File: src/rtl/trap_cmp_pkg.sv
`timescale 1ns/1ps
package trap_cmp_pkg;
  localparam int unsigned REL_N   = 5;
  localparam int unsigned CAUSE_W = 4;

  // relation vector bit positions; must match the mask bit decode
  localparam int unsigned REL_UGT = 0;
  localparam int unsigned REL_ULT = 1;
  localparam int unsigned REL_EQ  = 2;
  localparam int unsigned REL_SGT = 3;
  localparam int unsigned REL_SLT = 4;

  typedef enum logic [CAUSE_W-1:0] {
    CAUSE_NONE = 4'h0,
    CAUSE_TRAP = 4'h2
  } trap_cause_e;
endpackage

File: src/rtl/trap_opnd_prep.sv
`timescale 1ns/1ps
// Extends an operand to full width in signed and unsigned form for the selected mode
module trap_opnd_prep #(
  parameter int unsigned DATA_W = 64,
  parameter int unsigned WORD_W = 32
) (
  input  logic              dword_mode,
  input  logic [DATA_W-1:0] raw,
  output logic [DATA_W-1:0] sx_val,
  output logic [DATA_W-1:0] zx_val
);
  localparam int unsigned EXT_W = DATA_W - WORD_W;

  logic [DATA_W-1:0] word_sx;
  logic [DATA_W-1:0] word_zx;

  generate
    if (EXT_W > 0) begin : g_ext
      assign word_sx = {{EXT_W{raw[WORD_W-1]}}, raw[WORD_W-1:0]};
      assign word_zx = {{EXT_W{1'b0}}, raw[WORD_W-1:0]};
    end else begin : g_noext
      assign word_sx = raw;
      assign word_zx = raw;
    end
  endgenerate

  always_comb begin
    if (dword_mode) begin
      sx_val = raw;
      zx_val = raw;
    end else begin
      sx_val = word_sx;
      zx_val = word_zx;
    end
  end
endmodule

File: src/rtl/trap_rel_eval.sv
`timescale 1ns/1ps
// Evaluates the five compare relations on prepared operands
module trap_rel_eval
  import trap_cmp_pkg::*;
#(
  parameter int unsigned DATA_W = 64
) (
  input  logic [DATA_W-1:0] a_sx,
  input  logic [DATA_W-1:0] b_sx,
  input  logic [DATA_W-1:0] a_zx,
  input  logic [DATA_W-1:0] b_zx,
  output logic [REL_N-1:0]  rel_vec
);
  logic s_lt, s_gt, u_lt, u_gt, same;

  always_comb begin
    s_lt = $signed(a_sx) < $signed(b_sx);
    s_gt = $signed(a_sx) > $signed(b_sx);
    u_lt = a_zx < b_zx;
    u_gt = a_zx > b_zx;
    same = a_zx == b_zx;
    rel_vec          = '0;
    rel_vec[REL_SLT] = s_lt;
    rel_vec[REL_SGT] = s_gt;
    rel_vec[REL_EQ]  = same;
    rel_vec[REL_ULT] = u_lt;
    rel_vec[REL_UGT] = u_gt;
  end
endmodule

File: src/rtl/trap_cond_unit.sv
`timescale 1ns/1ps
module trap_cond_unit
  import trap_cmp_pkg::*;
#(
  parameter int unsigned DATA_W   = 64,
  parameter int unsigned WORD_W   = 32,
  parameter int unsigned SYNC_LEN = 2
) (
  input  logic               clk,
  input  logic               rst_n,
  input  logic               in_valid,
  input  logic               dword_mode,
  input  logic [REL_N-1:0]   cond_mask,
  input  logic [DATA_W-1:0]  opnd_a,
  input  logic [DATA_W-1:0]  opnd_b,
  output logic               trap_pulse,
  output logic [CAUSE_W-1:0] trap_cause
);
  localparam logic [REL_N-1:0] MASK_ALL = {REL_N{1'b1}};

  // reset: asserted asynchronously, released through a short flop chain
  logic [SYNC_LEN-1:0] rst_chain;
  logic                rst_int_n;

  always_ff @(posedge clk or negedge rst_n) begin
    if (!rst_n) rst_chain <= '0;
    else        rst_chain <= {rst_chain[SYNC_LEN-2:0], 1'b1};
  end
  assign rst_int_n = rst_chain[SYNC_LEN-1];

  // operand preparation
  logic [DATA_W-1:0] a_sx, a_zx, b_sx, b_zx;

  trap_opnd_prep #(.DATA_W(DATA_W), .WORD_W(WORD_W)) u_prep_a (
    .dword_mode (dword_mode),
    .raw        (opnd_a),
    .sx_val     (a_sx),
    .zx_val     (a_zx)
  );

  trap_opnd_prep #(.DATA_W(DATA_W), .WORD_W(WORD_W)) u_prep_b (
    .dword_mode (dword_mode),
    .raw        (opnd_b),
    .sx_val     (b_sx),
    .zx_val     (b_zx)
  );

  logic [REL_N-1:0] rel_vec;

  trap_rel_eval #(.DATA_W(DATA_W)) u_rel (
    .a_sx    (a_sx),
    .b_sx    (b_sx),
    .a_zx    (a_zx),
    .b_zx    (b_zx),
    .rel_vec (rel_vec)
  );

  // next state
  logic               hit;
  logic               trap_d, trap_q;
  logic [CAUSE_W-1:0] cause_d, cause_q;

  always_comb begin
    hit     = |(cond_mask & rel_vec);
    trap_d  = in_valid & hit;
    cause_d = trap_d ? CAUSE_TRAP : CAUSE_NONE;
  end

  // registers
  always_ff @(posedge clk or negedge rst_int_n) begin
    if (!rst_int_n) begin
      trap_q  <= 1'b0;
      cause_q <= CAUSE_NONE;
    end else begin
      trap_q  <= trap_d;
      cause_q <= cause_d;
    end
  end

  assign trap_pulse = trap_q;
  assign trap_cause = cause_q;

  // exactly one signed relation holds
  signed_rel_onehot_chk: assert property (@(posedge clk) disable iff (!rst_int_n)
    $countones({rel_vec[REL_SLT], rel_vec[REL_SGT], rel_vec[REL_EQ]}) == 1);

  // exactly one unsigned relation holds
  unsigned_rel_onehot_chk: assert property (@(posedge clk) disable iff (!rst_int_n)
    $countones({rel_vec[REL_ULT], rel_vec[REL_UGT], rel_vec[REL_EQ]}) == 1);


  zero_mask_quiet_chk: assert property (@(posedge clk) disable iff (!rst_int_n)
    (in_valid && cond_mask == '0) |=> !trap_pulse);


  full_mask_fires_chk: assert property (@(posedge clk) disable iff (!rst_int_n)
    (in_valid && cond_mask == MASK_ALL) |=> trap_pulse);


  no_strobe_no_trap_chk: assert property (@(posedge clk) disable iff (!rst_int_n)
    !in_valid |=> !trap_pulse);


  word_equal_fires_chk: assert property (@(posedge clk) disable iff (!rst_int_n)
    (in_valid && !dword_mode && cond_mask[REL_EQ] &&
     opnd_a[WORD_W-1:0] == opnd_b[WORD_W-1:0]) |=> trap_pulse);


  cause_tracks_pulse_chk: assert property (@(posedge clk) disable iff (!rst_int_n)
    trap_pulse ? (trap_cause == CAUSE_TRAP) : (trap_cause == CAUSE_NONE));
endmodule

File: config.mk
export PLATFORM = sky130hd
export DESIGN_NAME = trap_cond_unit
export DESIGN_NICKNAME = d
export VERILOG_FILES = /design/src/rtl/trap_cmp_pkg.sv /design/src/rtl/trap_opnd_prep.sv /design/src/rtl/trap_rel_eval.sv /design/src/rtl/trap_cond_unit.sv
export SDC_FILE = /design/constraint.sdc
export NUM_CORES = 1
export LEC_CHECK = 0
export CAP_MARGIN = 30
export CORE_AREA = 3 3 88 90
export CTS_BUF_LIST = sky130_fd_sc_hd__clkbuf_8
export CTS_CLUSTER_DIAMETER = 150
export DETAILED_ROUTE_END_ITERATION = 7
export DIE_AREA = 0 0 91 93
export PLACE_DENSITY = 0.84
export SYNTH_ARGS = -nofsm -noshare
export SYNTH_HDL_FRONTEND = slang
export SYNTH_SLANG_ARGS = --single-unit
File: constraint.sdc
create_clock -name clk -period 1.2 [get_ports clk]
set_input_delay 0.3 -clock clk [delete_from_list [all_inputs] [get_ports clk]]
set_output_delay 0.3 -clock clk [all_outputs]
set_load 0.03 [all_outputs]
==> summary.md, run 1 <==
| Metric | Value |
|---|---|
| Outcome | `complete, but fails checks` |
| Violated checks | `hold timing, setup timing` |
| Pins Over Slew Limit | `0` |
| I/O Pins | `between 100 and 150` |
| Top-count cell post-synth | `ha_1` |
| Crit path from | `dword_mode` |
| Worst Tran Pin Value | `507.8 ps` |
| Final Hold Vio Count | `1` |
| Critical Path RT | `1360 ps` |
| Post-synth ARST share | `1.000` |
| Full die area | `8463 um^2` |
| CP endpoint kind | `flip-flop` |
| DP Wirelength | `9037 um` |
| R2r startpoint | `rst_chain[0]` |
| Peak Freq | `0.3444 GHz` |
| Syn Std Cell Area | `approximately 3100 um^2` |
| Core Area | `between 7000 and 8000 um^2` |
| Die height | `93 um` |
| Port Buf Inserts | `138` |
| Initial antenna violation count | `0` |
| Vias | `between 4000 and 5000` |
| TNS Setup | `-1703 ps` |
| Area contributors post-synth | `ha_1, a21oi_1, nand2b_1` |
| RePlAce Congestion | `a little over 0.8` |
| CP Class | `in2reg` |
| Clk_lat worst skew | `230 ps` |
| Reg-to-reg endpoint | `rst_chain[1]` |
| Nets | `897` |
| Post-synth EDFFs | `0` |
| FP Rows | `31` |
| Crit path DAT | `between 3000 and 4000 ps` |
| Worst hold path type | `reg2async` |
| RSZ-0062 raised after global routing | `true` |
| Post-placement cell area | `a little over 5000 um^2` |
| Max-slew headroom | `0.6594` |
| Count of different cell masters after synthesis | `35` |
| Htree depth | `1` |
| Vias in the first global route | `~4700` |
| Post-synthesis cell count | `about 450` |
| Post-synth top flop | `dfrtp_1` |
| Die width | `roughly 90 um` |
| Final setup vio count | `1` |
| Fin area | `~6000 um^2` |
| Tcrit/Tclk final | `2.419` |
| CTS tree | `yes` |
| Power Dens Cells | `511.2 nW/um^2` |
| Clock Path Buffers | `2` |
| Tot GR Track Use | `0.3324` |
| CP endpoint | `trap_cause[1]` |
| Clock transition at path regs | `30 ps` |
| Most used cell, CP | `buf_12` |
| Drc violations | `0` |
| Top Family by Delay on Critical Path | `compound AO/OA/AOI/OAI gates` |
| Worst path max stage delay | `370 ps` |
| Hold_ws | `-1.305 ps` |
| Post-synthesis sequential area ratio | `0.02390` |
| First-pass GRT wire length | `22830 um` |
| Initial Util | `0.4400` |
| Fin crit period | `2903 ps` |
| Clock Skew | `3.087 ps` |
| Syn avg cell area | `6.963 um^2` |
| # diodes | `0` |
| R2R setup slack | `740 ps` |
| Yosys top cell by area | `ha_1` |
| Largest net degree at the start of global routing | `26` |
| Leakage | `roughly 0.0029 uW` |
| Fin util | `0.8396` |
| Layout cells sized above 1 | `0.2700` |
| Synthesized flop and latch total | `3` |
| TritonCTS buffer count | `3` |
| Post-synth top area share | `0.3825` |
| Worst reg2reg path depth | `0` |
| WP buf/inv | `3` |
| Area grow syn2layout | `90.80%` |
| Max-Cap Viols | `0` |
| CP Depth | `13` |
| Sink Count | `3` |
| Crit path cell chain | `buf_12 > buf_12 > buf_4 > and2_1 > nand2b_1 > ha_1 > a21oi_1 > o21ai_1 > a211o_1 > a2111oi_4 > nand3_1 > and3_4 > a21boi_2` |
| Total grt overflow | `0` |
| Final Power | `3063 uW` |
| Max FO, Critical Path | `12` |
| Avg Vias per Cell | `between 6 and 7` |
| Top post-synthesis cells by count | `ha_1, a21oi_1, nand2_1` |
| WL final | `16430 um` |
| Critical Path Start Type | `input port` |
| Avg WL per Cell | `21.56 um` |
| Peak VDD IR | `0.0002805 V` |
| Crit-path slowest cell | `a2111oi_4` |
| DR pass1 iterations | `5` |
| Yosys warns | `0` |
| Worst Setup Slack, final | `-1703 ps` |
| Post-route ant nets | `0` |
| Clock Tree Root | `clkbuf_8` |
| 1st-iter DRT viols | `408` |
-- cell families (layout without fill, tap and decap cells) --
kind of cell    Yosys count  count (layout)  synth area share
other cells               2               4          0.002391
compound gates          112             112            0.2131
buf+inv                  57             265           0.07291
flops                     3               3           0.02390
simple gates            181             183            0.3052
fa+ha+maj                96              96            0.3825
-- state kept, by name (all words and copies together), names as in the netlist --
| name | count |
|---|---|
| rst_chain | 2 |
| trap_cause | 1 |
-- worst min-delay path by stage --
stage	startpoint	endpoint	slack, ps	cells after the start
after floorplan	rst_chain[1]	trap_cause[1]	-6	0
after global placement	rst_chain[1]	trap_cause[1]	-0.01	0
after detailed placement	rst_chain[1]	trap_cause[1]	6	0
after CTS	rst_chain[1]	trap_cause[1]	10	0
after global routing	rst_chain[1]	trap_cause[1]	2	0
final	rst_chain[1]	trap_cause[1]	-1	0
-- layout make-up --
cell class	count	area, um^2
Multi-Input combinational cell	395	3441
Timing Repair Buffer	224	2166
Fill cell	378	1145
Inverter	37	141.4
Tap cell	99	123.9
Sequential cell	3	75.07
Clock buffer	3	41.29
Clock inverter	1	3.754
-- report_power, final --
group | leakage [uW] | switching [uW] | total, uW | internal [uW]
Clock | 0.0000269 | 92.2 | 312 | 220
Sequential | 0.0000358 | 6.00 | 116 | 110
Combinational | 0.00281 | 1240 | 2630 | 1390
Total | 0.00287 | 1340 | 3060 | 1720
-- metrics by stage --
step	hold WS (ps)	setup WS [ps]	std cells
detailed placement	6.383	-2006	730
finish	-1.305	-1703	762
global route	1.722	-1704	762
CTS	10.80	-1460	756
floorplan	-5.663	-1363	453
global placement	-0.01085	-1910	730
-- cells in the final DEF (no fill, tap or decap), drive strengths merged, types with 16 or more instances in the layout --
cell type / instances
o21ai: 16
nand2: 57
ha: 96
dlygate4sd2: 18
nand4: 19
and2: 32
inv: 38
buf: 91
a21oi: 69
nand2b: 38
clkdlybuf4s50: 111
-- routing by layer --
metal / part of all wire / track usage
met1: 0.35 / 0.3489
met4: 0.083 / 0.2249
met3: 0.093 / 0.05229
met2: 0.47 / 0.6094
met5: 0 / 0
-- timing repair --
item / 4_1_cts / 5_1_grt
gates resized for setup: 89 / 31
pin swaps: 43 / 29
buffers inserted: 18 / 7
hold buffers: 0 / 0
cloned: 4 / 0
endpoints found under the setup margin: 1 / 1
Note: power is estimated with default switching activity, not from simulation.
==> inputs of run 2 (changes only) <==
--- a/config.mk
+++ b/config.mk
@@ -6,12 +6,14 @@
 export NUM_CORES = 1
 export LEC_CHECK = 0
 export CAP_MARGIN = 30
-export CORE_AREA = 3 3 88 90
+export CELL_PAD_IN_SITES_DETAIL_PLACEMENT = 2
+export CELL_PAD_IN_SITES_GLOBAL_PLACEMENT = 2
+export CORE_AREA = 3 3 119 121
 export CTS_BUF_LIST = sky130_fd_sc_hd__clkbuf_8
 export CTS_CLUSTER_DIAMETER = 150
 export DETAILED_ROUTE_END_ITERATION = 7
-export DIE_AREA = 0 0 91 93
-export PLACE_DENSITY = 0.84
+export DIE_AREA = 0 0 122 124
+export PLACE_DENSITY_LB_ADDON = 0.1
 export SYNTH_ARGS = -nofsm -noshare
 export SYNTH_HDL_FRONTEND = slang
 export SYNTH_SLANG_ARGS = --single-unit
==> summary.md, run 2 (synthesis gave the netlist of run 1 again) <==
| Metric | Value |
|---|---|
| Outcome | `complete, but fails checks` |
| Violated checks | `hold timing, setup timing` |
| Clock Skew | `5.367 ps (+2.280 ps)` |
| Die height | `124 um (+33%)` |
| Htree depth | `1 (unchanged)` |
| Clock transition at path regs | `30 ps (about the same)` |
| Worst reg2reg path depth | `0 (unchanged)` |
| Sink Count | `3 (unchanged)` |
| Initial antenna violation count | `0 (unchanged)` |
| Fin area | `6065 um^2 (+1.2%)` |
| Total grt overflow | `0 (unchanged)` |
| Avg WL per Cell | `20.68 um (-4.1%)` |
| Largest net degree at the start of global routing | `22 (-15%)` |
| FP Rows | `42 (+35%)` |
| Pre-CTS setup slack | `-2092 ps (-85.97 ps)` |
| CP Class | `in2reg` |
| Final setup vio count | `1 (unchanged)` |
| Max reg flops | `2 (unchanged)` |
| CP endpoint kind | `flip-flop` |
| Die width | `122 um (+34%)` |
| Tot GR Track Use | `0.2112 (-0.1212)` |
| CTS tree | `yes` |
| Max-Cap Viols | `0 (unchanged)` |
| Clk_lat worst skew | `220 ps (about the same)` |
| First-pass GRT wire length | `25260 um (+11%)` |
| Crit path DAT | `3010 ps (-50 ps)` |
| Post-route ant nets | `0 (unchanged)` |
| TritonCTS buffer count | `3 (unchanged)` |
| Layout cells sized above 1 | `0.2537 (-0.01628)` |
| Final Hold Vio Count | `1 (unchanged)` |
| 1st-iter DRT viols | `154 (-62%)` |
| Power Dens Cells | `492.1 nW/um^2 (-3.7%)` |
| Full die area | `15130 um^2 (+79%)` |
| Post-placement cell area | `5426 um^2 (+4.8%)` |
| DP Wirelength | `11810 um (+31%)` |
| Tcrit/Tclk final | `2.427 (+0.007958)` |
| I/O Pins | `142 (unchanged)` |
| Layout filler cell count | `1494 (+300%)` |
| Hold_ws | `-2.776 ps (-1.471 ps)` |
| Avg Vias per Cell | `5.038 (-18%)` |
| # diodes | `0 (unchanged)` |
| RSZ-0062 raised after global routing | `true` |
| Area grow syn2layout | `93.11%` |
| RePlAce Congestion | `0.8081 (-2.9%)` |
| Critical Path RT | `1300 ps (-60 ps)` |
| Max FO, Critical Path | `3 (-9)` |
| WL final | `17580 um (+7.0%)` |
| Top reg by flops | `rst_chain` |
| Fin crit period | `2913 ps (+9.550 ps)` |
| Most frequent cells in the layout | `clkdlybuf4s50_1, buf_4, ha_1` |
| DR pass1 iterations | `4 (-1)` |
| Clock Tree Root | `clkbuf_8` |
| Core Area | `13190 um^2 (+85%)` |
| Pins Over Slew Limit | `0 (unchanged)` |
| Port Buf Inserts | `138 (unchanged)` |
| # hold bufs at CTS | `0 (unchanged)` |
| Peak Freq | `0.3433 GHz (-0.33%)` |
| Leakage | `0.002876 uW (+0.27%)` |
| Area of the multi-input gates | `3293 um^2 (-4.3%)` |
| Worst Setup Slack, final | `-1713 ps (-9.550 ps)` |
| Vias in the first global route | `4958 (+4.7%)` |
| Critical Path Start Type | `input port` |
| Clock Path Buffers | `2 (unchanged)` |
| Vias | `4282 (-8.8%)` |
| Most common library cell in the layout ignoring fill and taps | `clkdlybuf4s50_1` |
| Storage cell area | `75.07 um^2 (unchanged)` |
| Nets | `908 (+1.2%)` |
| Initial Util | `0.2381 (-0.2019)` |
| Drc violations | `0 (unchanged)` |
| Peak VDD IR | `0.0002998 V (+6.9%)` |
| Worst hold path type | `reg2async` |
-- run 2: changes by cell type in the layout (fill, tap and decap cells not counted), moves of 3 or more --
cell | previous run | this run
a21oi_1 | 49 | 56
dlygate4sd2_1 | 18 | 4
buf_12 | 8 | 12
clkdlybuf4s50_1 | 111 | 127
a21oi_4 | 11 | 8
a21oi_2 | 9 | 5
buf_4 | 74 | 85
buf_6 | 5 | 1
-- run 2: stage by stage --
stage / instances / setup TNS, ps / util / total power [uW]
after floorplan: 453 / -1363 / - / 1143
after global placement: 824 / -1993 / 0.4114 / 2096
after detailed placement: 824 / -2092 / 0.4114 / 2222
after CTS: 846 / -1617 / 0.4504 / 2758
after global routing: 850 / -1876 / 0.4598 / 3227
final: 850 / -1713 / 0.4598 / 2984
-- run 2: timing repair --
| action | 4_1_cts | 5_1_grt |
|---|---|---|
| gates cloned | 4 | 0 |
| pin swaps | 32 | 18 |
| endpoints found under the setup margin | 1 | 1 |
| setup buffers | 14 | 5 |
| resized for setup | 50 | 17 |
-- run 2: worst paths after layout --
kind	from	to	slack [ps]
max	opnd_a[43]	trap_cause[1]	-1710
min	rst_chain[1]	trap_cause[1]	-3
max reg2reg	rst_chain[0]	rst_chain[1]	740
min reg2reg	rst_chain[1]	trap_cause[1]	-3
max in group asynchronous	rst_n	rst_chain[1]	830
min in group clk	rst_chain[0]	rst_chain[1]	340
-- run 2: metal layers --
metal  vias up  GRT usage  share of wire  wire (um)
met5         -          0              0          0
met4         0    0.05532          0.038        667
met3        41    0.02997          0.041        725
met2       128     0.4334           0.54       9439
met1      2060     0.2220           0.38       6743
li1       2053          -              -          -
-- run 2: report_power, final --
| group | total [uW] | internal (uW) | switching (uW) |
|---|---|---|---|
| Clock | 289 | 218 | 71.1 |
| Combinational | 2580 | 1400 | 1180 |
| Sequential | 117 | 111 | 6.95 |
| Total | 2980 | 1730 | 1260 |
-- run 2: critical path: stages --
cell             delay [ps]
clkdlybuf4s50_1         470
and2_4                  150
nand2b_4                120
ha_4                    200
buf_4                   140
buf_4                   140
a21oi_1                 280
a21oi_1                 130
a211o_1                 280
a2111oi_4               380
a22o_1                  200
and3_4                  170
a21boi_2                 40
-- run 2: cell type report --
cell class,count,area share
Clock buffer,3,0.006808
Clock inverter,1,0.0006189
Inverter,37,0.02290
Multi-Input combinational cell,395,0.5430
Sequential cell,3,0.01238
Tap cell,176,0.03631
Timing Repair Buffer,235,0.3780
